===== src/rtl/cke_pd_pkg.sv =====
package cke_pd_pkg;

  typedef enum logic [2:0] {
    CMD_NOP  = 3'd0,
    CMD_RD   = 3'd1,
    CMD_WR   = 3'd2,
    CMD_MRS  = 3'd3,
    CMD_EMRS = 3'd4,
    CMD_ACT  = 3'd5,
    CMD_PRE  = 3'd6,
    CMD_REF  = 3'd7
  } cmd_e;

  typedef enum logic [1:0] {
    PS_ON   = 2'd0,
    PS_DOWN = 2'd1,
    PS_WAKE = 2'd2
  } pd_state_e;

  function automatic int imax(input int a, input int b);
    return (a > b) ? a : b;
  endfunction

  function automatic int cdiv(input int n, input int d);
    return (n + d - 1) / d;
  endfunction

endpackage


===== src/rtl/pd_window_cnt.sv =====
module pd_window_cnt #(
  parameter int W = 4
) (
  input  logic         clk,
  input  logic         rst_n,
  input  logic         load,
  input  logic [W-1:0] len,
  output logic         active
);

  logic [W-1:0] cnt_q;
  logic [W-1:0] dec;

  // count down by one each cycle, stopping at zero
  assign dec = (cnt_q != '0) ? cnt_q - W'(1) : '0;

  // a new load never shortens a window that is already running
  always_ff @(posedge clk or negedge rst_n) begin
    if (!rst_n)                  cnt_q <= '0;
    else if (load && (len > dec)) cnt_q <= len;
    else                          cnt_q <= dec;
  end

  assign active = (cnt_q != '0);

endmodule


===== src/rtl/pd_busy_track.sv =====
module pd_busy_track
  import cke_pd_pkg::*;
#(
  parameter int MAX_OUT  = 4,
  parameter int RD_HOLD  = 2,
  parameter int WR_HOLD  = 4,
  parameter int MRD_HOLD = 2
) (
  input  logic       clk,
  input  logic       rst_n,
  input  logic       cmd_valid,
  input  logic [2:0] cmd_type,
  input  logic       burst_done,
  input  logic       burst_is_wr,
  output logic       cmd_live,
  output logic       busy
);

  localparam int OW = $clog2(MAX_OUT + 1);
  localparam int HW = $clog2(imax(imax(RD_HOLD, WR_HOLD), 1) + 1);
  localparam int MW = $clog2(imax(MRD_HOLD, 1) + 1);

  cmd_e            cmd;
  logic            inc;
  logic            dec;
  logic [OW-1:0]   out_q;
  logic            rec_active;
  logic            mrd_active;
  logic            mrd_load;
  logic [HW-1:0]   rec_len;

  assign cmd      = cmd_e'(cmd_type);
  assign cmd_live = cmd_valid && (cmd != CMD_NOP);
  assign inc      = cmd_valid && ((cmd == CMD_RD) || (cmd == CMD_WR));
  assign dec      = burst_done && (out_q != '0);
  assign mrd_load = cmd_valid && ((cmd == CMD_MRS) || (cmd == CMD_EMRS));
  assign rec_len  = burst_is_wr ? HW'(WR_HOLD) : HW'(RD_HOLD);

  // bursts issued but not yet finished transferring data
  always_ff @(posedge clk or negedge rst_n) begin
    if (!rst_n) begin
      out_q <= '0;
    end else begin
      case ({inc, dec})
        2'b10:   if (out_q != OW'(MAX_OUT)) out_q <= out_q + OW'(1);
        2'b01:   out_q <= out_q - OW'(1);
        default: out_q <= out_q;
      endcase
    end
  end

  // postamble / write-recovery window after the last data beat
  pd_window_cnt #(.W(HW)) u_rec (
    .clk    (clk),
    .rst_n  (rst_n),
    .load   (burst_done),
    .len    (rec_len),
    .active (rec_active)
  );

  // mode-register command time
  pd_window_cnt #(.W(MW)) u_mrd (
    .clk    (clk),
    .rst_n  (rst_n),
    .load   (mrd_load),
    .len    (MW'(MRD_HOLD)),
    .active (mrd_active)
  );

  assign busy = (out_q != '0) || rec_active || mrd_active;

endmodule


===== src/rtl/pd_idle_timer.sv =====
module pd_idle_timer #(
  parameter int CW = 8
) (
  input  logic          clk,
  input  logic          rst_n,
  input  logic          enable,
  input  logic          idle,
  input  logic [CW-1:0] cfg_idle_cycles,
  output logic          go
);

  logic [CW-1:0] idle_cnt;
  logic [CW:0]   seen;

  // consecutive idle cycles before the current one
  always_ff @(posedge clk or negedge rst_n) begin
    if (!rst_n)                    idle_cnt <= '0;
    else if (!enable || !idle)     idle_cnt <= '0;
    else if (idle_cnt != '1)       idle_cnt <= idle_cnt + CW'(1);
  end

  // counting the current cycle too; a threshold of 0 behaves as 1
  assign seen = {1'b0, idle_cnt} + (CW+1)'(1);
  assign go   = enable && idle && (seen >= {1'b0, cfg_idle_cycles});

endmodule


===== src/rtl/pd_state_fsm.sv =====
module pd_state_fsm
  import cke_pd_pkg::*;
#(
  parameter int NBANKS  = 4,
  parameter int CW      = 8,
  parameter int CKE_MIN = 3,
  parameter int MAX_RES = 40
) (
  input  logic              clk,
  input  logic              rst_n,
  input  logic              go,
  input  logic [NBANKS-1:0] bank_open,
  input  logic              wake_req,
  input  logic              refresh_due,
  input  logic [CW-1:0]     cfg_xp_act,
  input  logic [CW-1:0]     cfg_xp_pre,
  output logic              in_on,
  output logic              cke,
  output logic              cmd_blocked,
  output logic              pd_is_active
);

  localparam int RW = $clog2(MAX_RES + 2);

  pd_state_e     state_q;
  logic [RW-1:0] res_q;
  logic [CW-1:0] xp_q;
  logic          wake_pend;
  logic          cke_q;
  logic          act_q;
  logic          min_met;
  logic          leave;
  logic [CW-1:0] xp_sel;

  assign min_met = (res_q >= RW'(CKE_MIN));
  assign leave   = min_met &&
                   (wake_pend || wake_req || refresh_due || (res_q >= RW'(MAX_RES)));
  assign xp_sel  = act_q ? cfg_xp_act : cfg_xp_pre;

  always_ff @(posedge clk or negedge rst_n) begin
    if (!rst_n) begin
      state_q   <= PS_ON;
      res_q     <= '0;
      xp_q      <= '0;
      wake_pend <= 1'b0;
      cke_q     <= 1'b1;
      act_q     <= 1'b0;
    end else begin
      case (state_q)
        PS_ON: begin
          if (go) begin
            state_q   <= PS_DOWN;
            cke_q     <= 1'b0;
            act_q     <= |bank_open;
            res_q     <= RW'(1);
            wake_pend <= 1'b0;
          end
        end
        PS_DOWN: begin
          // a wake that arrives too early is kept until the minimum expires
          wake_pend <= wake_pend | wake_req;
          if (res_q != RW'(MAX_RES)) res_q <= res_q + RW'(1);
          if (leave) begin
            cke_q     <= 1'b1;
            wake_pend <= 1'b0;
            xp_q      <= xp_sel;
            state_q   <= (xp_sel == '0) ? PS_ON : PS_WAKE;
          end
        end
        PS_WAKE: begin
          xp_q <= xp_q - CW'(1);
          if (xp_q == CW'(1)) state_q <= PS_ON;
        end
        default: state_q <= PS_ON;
      endcase
    end
  end

  assign in_on        = (state_q == PS_ON);
  assign cke          = cke_q;
  assign cmd_blocked  = (state_q != PS_ON);
  assign pd_is_active = act_q;

endmodule


===== src/rtl/cke_pd_sequencer.sv =====
module cke_pd_sequencer
  import cke_pd_pkg::*;
#(
  parameter int NBANKS    = 4,
  parameter int CW        = 8,
  parameter int MAX_OUT   = 4,
  parameter int RD_POST   = 2,
  parameter int WR_POST   = 1,
  parameter int T_WR      = 2,
  parameter int T_WTR_PS  = 7500,
  parameter int T_CK_PS   = 3000,
  parameter int T_MRD     = 2,
  parameter int CKE_MIN   = 3,
  parameter int MAX_RES   = 40
) (
  input  logic              clk,
  input  logic              rst_n,
  input  logic              cmd_valid,
  input  logic [2:0]        cmd_type,
  input  logic              burst_done,
  input  logic              burst_is_wr,
  input  logic [NBANKS-1:0] bank_open,
  input  logic              refresh_due,
  input  logic              wake_req,
  input  logic [CW-1:0]     cfg_idle_cycles,
  input  logic [CW-1:0]     cfg_xp_act,
  input  logic [CW-1:0]     cfg_xp_pre,
  output logic              cke,
  output logic              cmd_blocked,
  output logic              pd_is_active
);

  localparam int WTR_CK  = imax(2, cdiv(T_WTR_PS, T_CK_PS));
  localparam int WR_HOLD = WR_POST + imax(T_WR, WTR_CK);

  logic cmd_live;
  logic busy;
  logic idle;
  logic in_on;
  logic go;

  pd_busy_track #(
    .MAX_OUT  (MAX_OUT),
    .RD_HOLD  (RD_POST),
    .WR_HOLD  (WR_HOLD),
    .MRD_HOLD (T_MRD)
  ) u_track (
    .clk         (clk),
    .rst_n       (rst_n),
    .cmd_valid   (cmd_valid),
    .cmd_type    (cmd_type),
    .burst_done  (burst_done),
    .burst_is_wr (burst_is_wr),
    .cmd_live    (cmd_live),
    .busy        (busy)
  );

  assign idle = !busy && !cmd_live && !wake_req && !refresh_due;

  pd_idle_timer #(.CW(CW)) u_idle (
    .clk             (clk),
    .rst_n           (rst_n),
    .enable          (in_on),
    .idle            (idle),
    .cfg_idle_cycles (cfg_idle_cycles),
    .go              (go)
  );

  pd_state_fsm #(
    .NBANKS  (NBANKS),
    .CW      (CW),
    .CKE_MIN (CKE_MIN),
    .MAX_RES (MAX_RES)
  ) u_fsm (
    .clk          (clk),
    .rst_n        (rst_n),
    .go           (go),
    .bank_open    (bank_open),
    .wake_req     (wake_req),
    .refresh_due  (refresh_due),
    .cfg_xp_act   (cfg_xp_act),
    .cfg_xp_pre   (cfg_xp_pre),
    .in_on        (in_on),
    .cke          (cke),
    .cmd_blocked  (cmd_blocked),
    .pd_is_active (pd_is_active)
  );

endmodule


===== config.mk =====
export PLATFORM = sky130hd
export DESIGN_NAME = cke_pd_sequencer
export DESIGN_NICKNAME = d
export VERILOG_FILES = /design/src/rtl/cke_pd_pkg.sv /design/src/rtl/pd_window_cnt.sv /design/src/rtl/pd_busy_track.sv /design/src/rtl/pd_idle_timer.sv /design/src/rtl/pd_state_fsm.sv /design/src/rtl/cke_pd_sequencer.sv
export SDC_FILE = /design/constraint.sdc
export NUM_CORES = 1
export LEC_CHECK = 0
export ABC_CLOCK_PERIOD_IN_PS = 2950
export BUFFER_PORTS_ARGS = -buffer_cell sky130_fd_sc_hd__buf_2
export CORE_ASPECT_RATIO = 0.75
export CORE_MARGIN = 2
export CORE_UTILIZATION = 56
export CTS_CLUSTER_SIZE = 25
export DETAILED_ROUTE_END_ITERATION = 7
export PLACE_DENSITY_LB_ADDON = 0.08
export SYNTH_ARGS = -nofsm -noshare
export SYNTH_HDL_FRONTEND = slang
export SYNTH_SLANG_ARGS = --single-unit

===== constraint.sdc =====
create_clock -name clk -period 2.95 [get_ports clk]
set_input_delay 0.885 -clock clk [delete_from_list [all_inputs] [get_ports clk]]
set_output_delay 0.885 -clock clk [all_outputs]
set_load 0.02 [all_outputs]

==> impl_metrics.py, run 1 <==
metrics = {
    "power_and_ir_drop": {
        "leakage_nw": 1.286,
        "peakVddDrop_uv": 298.7,
        "p_total_mw": 1.229,
        "p_per_area_nw_per_um2": 453.3,
    },
    "min_path": {
        "hold_path.class": "flop to flop",
        "min_from": "u_track.u_rec.cnt_q[0]",
        "min_to": "u_track.u_rec.cnt_q[0]",
        "min_path_cells": 1,
    },
    "die": {
        "initial_core_util": 0.5737,
        "io-pin-count": 41,
        "num_rows": 20,
        "die_w_um": 77.96,
        "core_area_um2": 4004,
        "die_area_um2": 4636,
        "die_y_um": 59.47,
    },
    "critical_path": {
        "worst-setup-path-type": "input port to flop",
        "ff2ff_setup_slack_ns": 0.24,
        "timing.rr.end": "u_fsm.pd_is_active",
        "r2r-start": "u_idle.idle_cnt[0]",
        "reg2reg_depth": 10,
        "cp_data_arrival_time_ns": 2.90,
        "end_kind": "flop",
        "cp_data_required_time_ns": 3.13,
        "start_kind": "input port",
        "crit_path_max_fanout": 2,
    },
    "grt": {
        "grt_pass1_wl_um": 8038,
        "antenna_found_initial": 0,
        "grtUsageTotal": 0.2245,
        "grt_pass1_vias": 1780,
        "grt_max_degree": 36,
        "globalRoute.totalOverflow": 0,
    },
    "final_layout": {
        "multi_input_area_um2": 1315,
        "mostFrequentLayoutCells": "buf_2, dfrtp_1, inv_1, nand2_1, a21oi_1",
        "fillCellCount": 353,
        "diodes": 0,
        "layout_commonest_cell": "buf_2",
        "register_area_um2": 877.1,
        "final_util": 0.6772,
        "nets": 361,
        "drive_gt1_frac": 0.2092,
        "syn_to_final_growth_pct": 18.03,
    },
    "synth": {
        "synth-edff-count": 0,
        "synth_top_family_by_area": "simple AND/OR/NAND/NOR gates",
        "ys_types": 47,
        "ys.flop_type": "dfrtp_1",
        "synth_xor_area_frac": 0.04194,
        "synth-seq-cells": 35,
        "yosysSeqAreaShare": 0.3818,
        "synth.net_count": 309,
        "syn_area_um2": 2297,
        "ys.warnings.count": 0,
        "synthArstFlopShare": 1.000,
        "synthAdderAreaFrac": 0.1013,
        "syn_inst": 253,
        "syn_area_per_cell_um2": 9.080,
        "synth_simple_gate_area_frac": 0.2168,
        "synth_compound_area_frac": 0.1639,
        "muxShareOfSynthArea": 0.04847,
    },
    "clock_tree": {
        "cts_setup_buffers": 0,
        "ctsResizeCount": 0,
        "cts-root-buf": "clkbuf_8",
        "worstSkewPairLatency_ns": 0.29,
        "h-tree-depth": 2,
        "holdBufCountCts": 0,
        "clk_pin_slew_ns": 0.07,
        "clock-sinks": 35,
        "cts_made_buffers": 5,
        "clock_path_buffers": 2,
        "cts_tree": "built",
    },
    "timing": {
        "fmax_ghz": 0.3666,
        "drv_slew": 0,
        "hold_viol_final": 0,
        "setup_tns_ns": 0,
        "slew_headroom": 0.4764,
        "period_needed_ns": 2.728,
        "setup_viol": 0,
        "fin_ws_ns": 0.2223,
        "rsz0062_at_grt": "false",
        "period_share": 0.9246,
        "finClkSkew_ns": 0.005081,
        "whs_ns": 0.4952,
        "tightestPinTransition_ns": 0.7854,
    },
    "drt": {
        "drt-total-wl_um": 4806,
        "dr.pass1.iters": 4,
        "drc": 0,
        "drt-initial-drc-count": 68,
        "detail-route-antenna-nets": 0,
        "vias": 2022,
        "viasPerCell": 5.601,
        "wl_per_cell_um": 13.31,
    },
    "placed_design": {
        "globalplace.congestion": 0.8232,
        "io_buffers": 40,
        "pre_cts_slack_ns": -0.07351,
        "hpwlAfterDp_um": 3799,
    },
    "status": {
        "status": "finished, final reports clean",
    },
    "job": {
        "drv_cap": 0,
    },
}
metal layers:
metal / GRT usage / vias up / routed length, um
met2: 0.3276 / 29 / 2008
met4: 0.08271 / 0 / 70
met3: 0.04573 / 6 / 140
met1: 0.3317 / 961 / 2587
li1: - / 1026 / -
met5: 0 / - / 0
cell type report:
| class | instances | area share |
|---|---|---|
| Clock buffer | 8 | 0.03692 |
| Inverter | 26 | 0.03599 |
| Multi-Input combinational cell | 190 | 0.4850 |
| Sequential cell | 35 | 0.3235 |
| Tap cell | 55 | 0.02538 |
| Timing Repair Buffer | 47 | 0.09322 |
flip-flops by register name, summed over array words and instances, names as in the netlist:
name,flops
u_fsm.state_q,2
u_fsm.res_q,6
u_idle.idle_cnt,8
u_track.u_mrd.cnt_q,2
u_fsm.cke,1
u_fsm.wake_pend,1
u_track.u_rec.cnt_q,3
u_fsm.pd_is_active,1
u_fsm.xp_q,8
u_track.out_q,3
cell usage after synthesis, types with 3 or more instances:
| master | number | area [um2] |
|---|---|---|
| dfrtp_1 | 34 | 850.8 |
| inv_1 | 26 | 97.59 |
| nand2_1 | 22 | 82.58 |
| a21oi_1 | 19 | 95.09 |
| ha_1 | 17 | 212.7 |
| nor2_1 | 14 | 52.55 |
| nand3_1 | 11 | 55.05 |
| mux2i_1 | 10 | 100.1 |
| o211ai_1 | 9 | 67.56 |
| o21ai_0 | 9 | 45.04 |
| nor3_1 | 8 | 40.04 |
| xnor2_1 | 6 | 52.55 |
| xor2_1 | 5 | 43.79 |
| nand4_1 | 4 | 25.02 |
| o22ai_1 | 4 | 25.02 |
| or3_1 | 4 | 25.02 |
| a311o_1 | 3 | 30.03 |
| and3_1 | 3 | 18.77 |
| nand3b_1 | 3 | 22.52 |
| nor4_1 | 3 | 18.77 |
| or4_1 | 3 | 22.52 |
worst max-delay path by stage:
stage,endpoint,depth (start not counted),startpoint
2_1_floorplan,u_track.out_q[2],6,cmd_type[1]
5_1_grt,u_fsm.pd_is_active,11,u_idle.idle_cnt[2]
3_5_place_dp,u_track.out_q[2],7,cmd_type[1]
6_report,u_track.out_q[2],7,cmd_type[1]
4_1_cts,u_track.out_q[2],7,cmd_type[1]
3_3_place_gp,u_track.out_q[2],7,cmd_type[1]
worst max-delay path, stage by stage:
cell and delay (ns):
buf_2 0.11, xor2_1 0.16, and3b_1 0.19, or3_1 0.37
fa_1 0.45, or3_1 0.39, a311o_1 0.35
power by group:
group          switching (mW)  leakage [nW]  internal, mW
Clock                   0.168        0.0515         0.213
Sequential             0.0430         0.419         0.520
Combinational           0.152         0.815         0.134
Total                   0.363          1.29         0.866
through the flow:
| step | std cells | cell area (um2) |
|---|---|---|
| global placement | 353 | 2611 |
| global route | 361 | 2711 |
| finish | 361 | 2711 |
| CTS | 361 | 2711 |
| detailed placement | 353 | 2611 |
| floorplan | 253 | 2297 |
cells by family (layout without fill, tap and decap cells):
| group | Yosys count | after routing |
|---|---|---|
| adders and majority gates | 18 | 18 |
| and+or+nand+nor | 92 | 92 |
| xor gates and xnor gates | 11 | 11 |
| muxes | 11 | 11 |
| AOI/OAI and AO/OA | 58 | 58 |
| buffers and inverters | 28 | 81 |
| DFF | 35 | 35 |
(Power assumes the default switching activity.)
==> inputs of run 2 (changes only) <==
--- a/config.mk
+++ b/config.mk
@@ -12,7 +12,7 @@
 export CORE_UTILIZATION = 56
 export CTS_CLUSTER_SIZE = 25
 export DETAILED_ROUTE_END_ITERATION = 7
-export PLACE_DENSITY_LB_ADDON = 0.08
+export PLACE_DENSITY = 0.8
 export SYNTH_ARGS = -nofsm -noshare
 export SYNTH_HDL_FRONTEND = slang
 export SYNTH_SLANG_ARGS = --single-unit
==> impl_metrics.py, run 2 (synthesized netlist as in run 1, its figures left out) <==
metrics = {
    "timing": {
        "hold_viol_final": 0,
        "period_share": 0.9598,
        "setup_viol": 0,
        "rsz0062_at_grt": "false",
        "period_needed_ns": 2.832,
        "finClkSkew_ns": 0.008835,
        "fmax_ghz": 0.3532,
        "slew_headroom": 0.4776,
        "tightestPinTransition_ns": 0.7836,
        "drv_slew": 0,
    },
    "die": {
        "die_w_um": 77.96,
        "io-pin-count": 41,
        "core_area_um2": 4004,
        "die_y_um": 59.47,
        "num_rows": 20,
        "initial_core_util": 0.5737,
        "die_area_um2": 4636,
    },
    "clock_tree": {
        "h-tree-depth": 2,
        "cts-root-buf": "clkbuf_8",
        "cts_made_buffers": 5,
        "worstSkewPairLatency_ns": 0.29,
        "cts_setup_buffers": 0,
        "cts_tree": "built",
        "clock_path_buffers": 2,
        "ctsResizeCount": 0,
        "clk_pin_slew_ns": 0.07,
        "clock-sinks": 35,
        "holdBufCountCts": 0,
    },
    "status": {
        "status": "finished, final reports clean",
    },
    "final_layout": {
        "multi_input_area_um2": 1315,
        "fillCellCount": 331,
        "diodes": 0,
        "layout_commonest_cell": "buf_2",
        "biggestRegsByFlops": "u_fsm.xp_q x8, u_idle.idle_cnt x8, u_fsm.res_q x6",
        "register_area_um2": 877.1,
        "nets": 362,
        "final_util": 0.6791,
        "drive_gt1_frac": 0.2117,
        "syn_to_final_growth_pct": 18.36,
        "mostFrequentLayoutCells": "buf_2, dfrtp_1, inv_1, nand2_1, a21oi_1",
        "final_area_um2": 2719,
    },
    "drt": {
        "drc": 0,
        "dr.pass1.iters": 4,
        "viasPerCell": 5.657,
        "detail-route-antenna-nets": 0,
        "drt-initial-drc-count": 166,
        "drt-total-wl_um": 4899,
        "wl_per_cell_um": 13.53,
        "vias": 2048,
    },
    "critical_path": {
        "cp_data_arrival_time_ns": 3.00,
        "ff2ff_setup_slack_ns": 0.30,
        "reg2reg_depth": 11,
        "timing.rr.end": "u_fsm.pd_is_active",
        "r2r-start": "u_idle.idle_cnt[2]",
        "start_kind": "input port",
        "end_kind": "flop",
        "worst-setup-path-type": "input port to flop",
        "crit_path_max_fanout": 4,
        "cp_data_required_time_ns": 3.12,
    },
    "power_and_ir_drop": {
        "switching_power_mw": 0.3662,
        "pwr-share-clk": 0.312,
        "combPwrFrac": 0.229,
        "share_seq_of_total_power": 0.459,
        "intPower_mw": 0.8602,
        "leakage_nw": 1.291,
        "peakVddDrop_uv": 334.5,
        "p_per_area_nw_per_um2": 451.1,
        "p_sw_frac": 0.2986,
    },
    "placed_design": {
        "io_buffers": 40,
        "globalplace.congestion": 0.7983,
        "hpwlAfterDp_um": 3787,
        "place_area_um2": 2619,
    },
    "min_path": {
        "min_path_cells": 1,
        "min_from": "u_track.u_rec.cnt_q[0]",
        "hold_path.class": "flop to flop",
        "min_to": "u_track.u_rec.cnt_q[0]",
    },
    "grt": {
        "globalRoute.totalOverflow": 0,
        "grt_max_degree": 36,
        "grt_pass1_vias": 1855,
        "grt_pass1_wl_um": 8390,
        "antenna_found_initial": 0,
        "grtUsageTotal": 0.2341,
    },
    "job": {
        "drv_cap": 0,
    },
}
run 2: cell count changes in the layout (fill, tap and decap cells not counted):
cell	change
buf_4	+1
run 2: worst max-delay path, cell delays in order:
cell and delay, ns:
buf_2 0.11, xor2_1 0.17, and3b_1 0.20, or3_1 0.38
fa_1 0.49, or3_1 0.40, a311o_1 0.36
run 2: worst max-delay path by stage:
| stage | end | from | slack [ns] | cells after the start |
|---|---|---|---|---|
| after floorplan | u_track.out_q[2] | cmd_type[1] | 0.03 | 6 |
| after global placement | u_track.out_q[2] | cmd_type[1] | -0.09 | 7 |
| after detailed placement | u_track.out_q[2] | cmd_type[1] | -0.18 | 7 |
| after CTS | u_track.out_q[2] | cmd_type[1] | 0.12 | 7 |
| after global routing | u_track.out_q[2] | cmd_type[1] | 0.04 | 7 |
| final | u_track.out_q[2] | cmd_type[1] | 0.12 | 7 |
run 2: per-stage QoR:
step                      worst slack (ns)  instances  power, mW  hold slack [ns]  TNS (ns)
after CTS                           0.1246        362      1.239           0.4929         0
after detailed placement           -0.1798        354     0.8546           0.4829   -0.1798
final                               0.1185        362      1.226           0.4933         0
after global routing               0.04048        362      1.307           0.5331         0
after global placement            -0.09407        354     0.8355           0.4723  -0.09407
after floorplan                    0.02574        253     0.7553           0.4511         0
run 2: final cells by class:
class                      count  area share
timing repair buffer          48     0.09572
sequential                    35      0.3226
clock buffer                   8     0.03682
inverter                      26     0.03590
multi-input combinational    190      0.4837
tap                           55     0.02531
run 2: power groups by stage:
| stage | logic [mW] | registers [mW] | clock network (mW) |
|---|---|---|---|
| finish | 0.280 | 0.563 | 0.383 |
| detailed placement | 0.283 | 0.571 | 0 |
| floorplan | 0.195 | 0.560 | 0 |
| global route | 0.320 | 0.570 | 0.417 |
| CTS | 0.284 | 0.562 | 0.393 |
| global placement | 0.266 | 0.570 | 0 |
run 2: metal layers:
metal,part of all wire,global-route usage,vias to the layer above
li1,-,-,1028
met1,0.48,0.3262,965
met2,0.46,0.3559,46
met3,0.049,0.07012,9
met4,0.014,0.07268,0
met5,0,0,-
==> inputs of run 3 (changes only) <==
--- a/config.mk
+++ b/config.mk
@@ -5,14 +5,14 @@
 export SDC_FILE = /design/constraint.sdc
 export NUM_CORES = 1
 export LEC_CHECK = 0
-export ABC_CLOCK_PERIOD_IN_PS = 2950
+export ABC_CLOCK_PERIOD_IN_PS = 3350
 export BUFFER_PORTS_ARGS = -buffer_cell sky130_fd_sc_hd__buf_2
 export CORE_ASPECT_RATIO = 0.75
 export CORE_MARGIN = 2
-export CORE_UTILIZATION = 56
+export CORE_UTILIZATION = 60
 export CTS_CLUSTER_SIZE = 25
 export DETAILED_ROUTE_END_ITERATION = 7
-export PLACE_DENSITY = 0.8
+export PLACE_DENSITY = 0.85
 export SYNTH_ARGS = -nofsm -noshare
 export SYNTH_HDL_FRONTEND = slang
 export SYNTH_SLANG_ARGS = --single-unit
==> constraint.sdc (replaced) <==
create_clock -name clk -period 3.35 [get_ports clk]
set_input_delay 1.005 -clock clk [delete_from_list [all_inputs] [get_ports clk]]
set_output_delay 1.005 -clock clk [all_outputs]
set_load 0.02 [all_outputs]
==> impl_metrics.py, run 3 (synthesized netlist as in run 1, its figures left out) <==
metrics = {
    "status": {
        "status": "finished, final reports clean",
    },
    "die": {
        "io-pin-count": 41,
        "core_area_um2": 3661,
        "initial_core_util": 0.6275,
        "die_area_um2": 4345,
        "num_rows": 19,
        "die_w_um": 75.45,
        "die_y_um": 57.59,
    },
    "grt": {
        "antenna_found_initial": 0,
        "grt_pass1_vias": 2003,
        "globalRoute.totalOverflow": 0,
        "grt_max_degree": 36,
        "busiest_layer": "met2",
        "use_met2": 0.4075,
        "grt_pass1_wl_um": 8873,
        "grtUsageMet1": 0.3891,
        "gr-usage-met3": 0.06184,
        "grtUsageTotal": 0.2663,
    },
    "power_and_ir_drop": {
        "share_seq_of_total_power": 0.478,
        "leakage_nw": 1.249,
        "switching_power_mw": 0.3286,
        "peakVddDrop_uv": 274.1,
        "p_sw_frac": 0.3152,
        "pwr-share-clk": 0.282,
        "combPwrFrac": 0.239,
        "p_total_mw": 1.042,
        "p_per_area_nw_per_um2": 394.3,
        "intPower_mw": 0.7138,
    },
    "final_layout": {
        "final_area_um2": 2644,
        "nets": 355,
        "syn_to_final_growth_pct": 15.09,
        "layout_commonest_cell": "buf_2",
        "final_util": 0.7221,
        "stdcell_count": 352,
        "diodes": 0,
        "drive_gt1_frac": 0.1900,
        "biggestRegsByFlops": "u_fsm.xp_q x8, u_idle.idle_cnt x8, u_fsm.res_q x6",
        "mostFrequentLayoutCells": "buf_2, dfrtp_1, inv_1, nand2_1, a21oi_1",
    },
    "critical_path": {
        "cp_data_required_time_ns": 3.51,
        "r2r-start": "u_idle.idle_cnt[2]",
        "crit_path_max_fanout": 4,
        "cp_slowest_stage_delay_ns": 0.48,
        "cp_common_cell": "or3_1",
        "path_cells": "buf_2, xor2_1, and3b_1, or3_1, fa_1, or3_1, a311o_1",
        "reg2reg_depth": 11,
        "worst-setup-path-type": "input port to flop",
        "start_kind": "input port",
        "cp_data_arrival_time_ns": 3.18,
        "crit_slowest_cell": "fa_1",
        "timing.rr.end": "u_fsm.pd_is_active",
        "end_kind": "flop",
        "ff2ff_setup_slack_ns": 0.69,
    },
    "placed_design": {
        "io_buffers": 40,
        "globalplace.congestion": 0.8012,
        "dp_cells": 344,
        "place_area_um2": 2562,
        "pre_cts_slack_ns": 0.07030,
        "hpwlAfterDp_um": 3908,
    },
    "timing": {
        "rsz0062_at_grt": "false",
        "drv_slew": 0,
        "setup_tns_ns": 0,
        "whs_ns": 0.4997,
        "finClkSkew_ns": 0.003679,
        "slew_headroom": 0.4865,
        "fin_ws_ns": 0.3366,
        "period_share": 0.8995,
        "setup_viol": 0,
        "hold_viol_final": 0,
        "period_needed_ns": 3.013,
        "tightestPinTransition_ns": 0.7703,
        "fmax_ghz": 0.3318,
    },
    "clock_tree": {
        "cts_tree": "built",
        "cts-root-buf": "clkbuf_8",
        "cts_setup_buffers": 0,
        "worstSkewPairLatency_ns": 0.29,
        "clock_path_buffers": 2,
        "cts_made_buffers": 5,
        "ctsResizeCount": 0,
        "clock-sinks": 35,
        "holdBufCountCts": 0,
        "h-tree-depth": 2,
        "clk_pin_slew_ns": 0.07,
    },
    "drt": {
        "detail-route-antenna-nets": 0,
        "wl_per_cell_um": 14.26,
        "drt-initial-drc-count": 136,
        "drc": 0,
        "viasPerCell": 5.827,
        "vias": 2051,
        "drt-total-wl_um": 5021,
        "dr.pass1.iters": 4,
    },
    "min_path": {
        "hold_path.class": "flop to flop",
        "min_from": "u_fsm.cke",
        "min_path_cells": 2,
        "min_to": "u_fsm.cke",
    },
    "job": {
        "drv_cap": 0,
    },
}
[run 3: power groups by stage]
stage	Combinational [mW]	Sequential [mW]	Clock [mW]
floorplan	0.172	0.493	0
global placement	0.232	0.503	0
detailed placement	0.245	0.504	0
CTS	0.249	0.497	0.297
global route	0.280	0.504	0.318
finish	0.250	0.498	0.294
[run 3: cell type report]
| cell class | count | area, um2 |
|---|---|---|
| Multi-Input combinational cell | 190 | 1315 |
| Timing Repair Buffer | 41 | 207.7 |
| Clock buffer | 7 | 76.32 |
| Sequential cell | 35 | 877.1 |
| Clock inverter | 1 | 5.005 |
| Tap cell | 52 | 65.06 |
| Fill cell | 305 | 1017 |
| Inverter | 26 | 97.59 |
[run 3: critical path: cells and delay by family]
family / cells / cell delay [ns]
adders and majority gates: 1 / 0.48
and+or+nand+nor: 3 / 1.01
xor gates and xnor gates: 1 / 0.17
buffers and inverters: 1 / 0.12
AOI/OAI and AO/OA: 1 / 0.38
[run 3: how the worst max path moves through the flow]
| stage | from | end |
|---|---|---|
| after floorplan | cmd_type[1] | u_track.out_q[2] |
| after global placement | cmd_type[1] | u_track.out_q[2] |
| after detailed placement | cmd_type[1] | u_track.out_q[2] |
| after CTS | cmd_type[1] | u_track.out_q[2] |
| after global routing | cmd_type[1] | u_track.out_q[2] |
| final | cmd_type[1] | u_track.out_q[2] |
[run 3: per-layer routing]
| layer | part of all wire | up-vias |
|---|---|---|
| met5 | 0 | - |
| met4 | 0.0062 | 0 |
| met3 | 0.045 | 4 |
| met2 | 0.48 | 48 |
| met1 | 0.47 | 979 |
| li1 | - | 1020 |
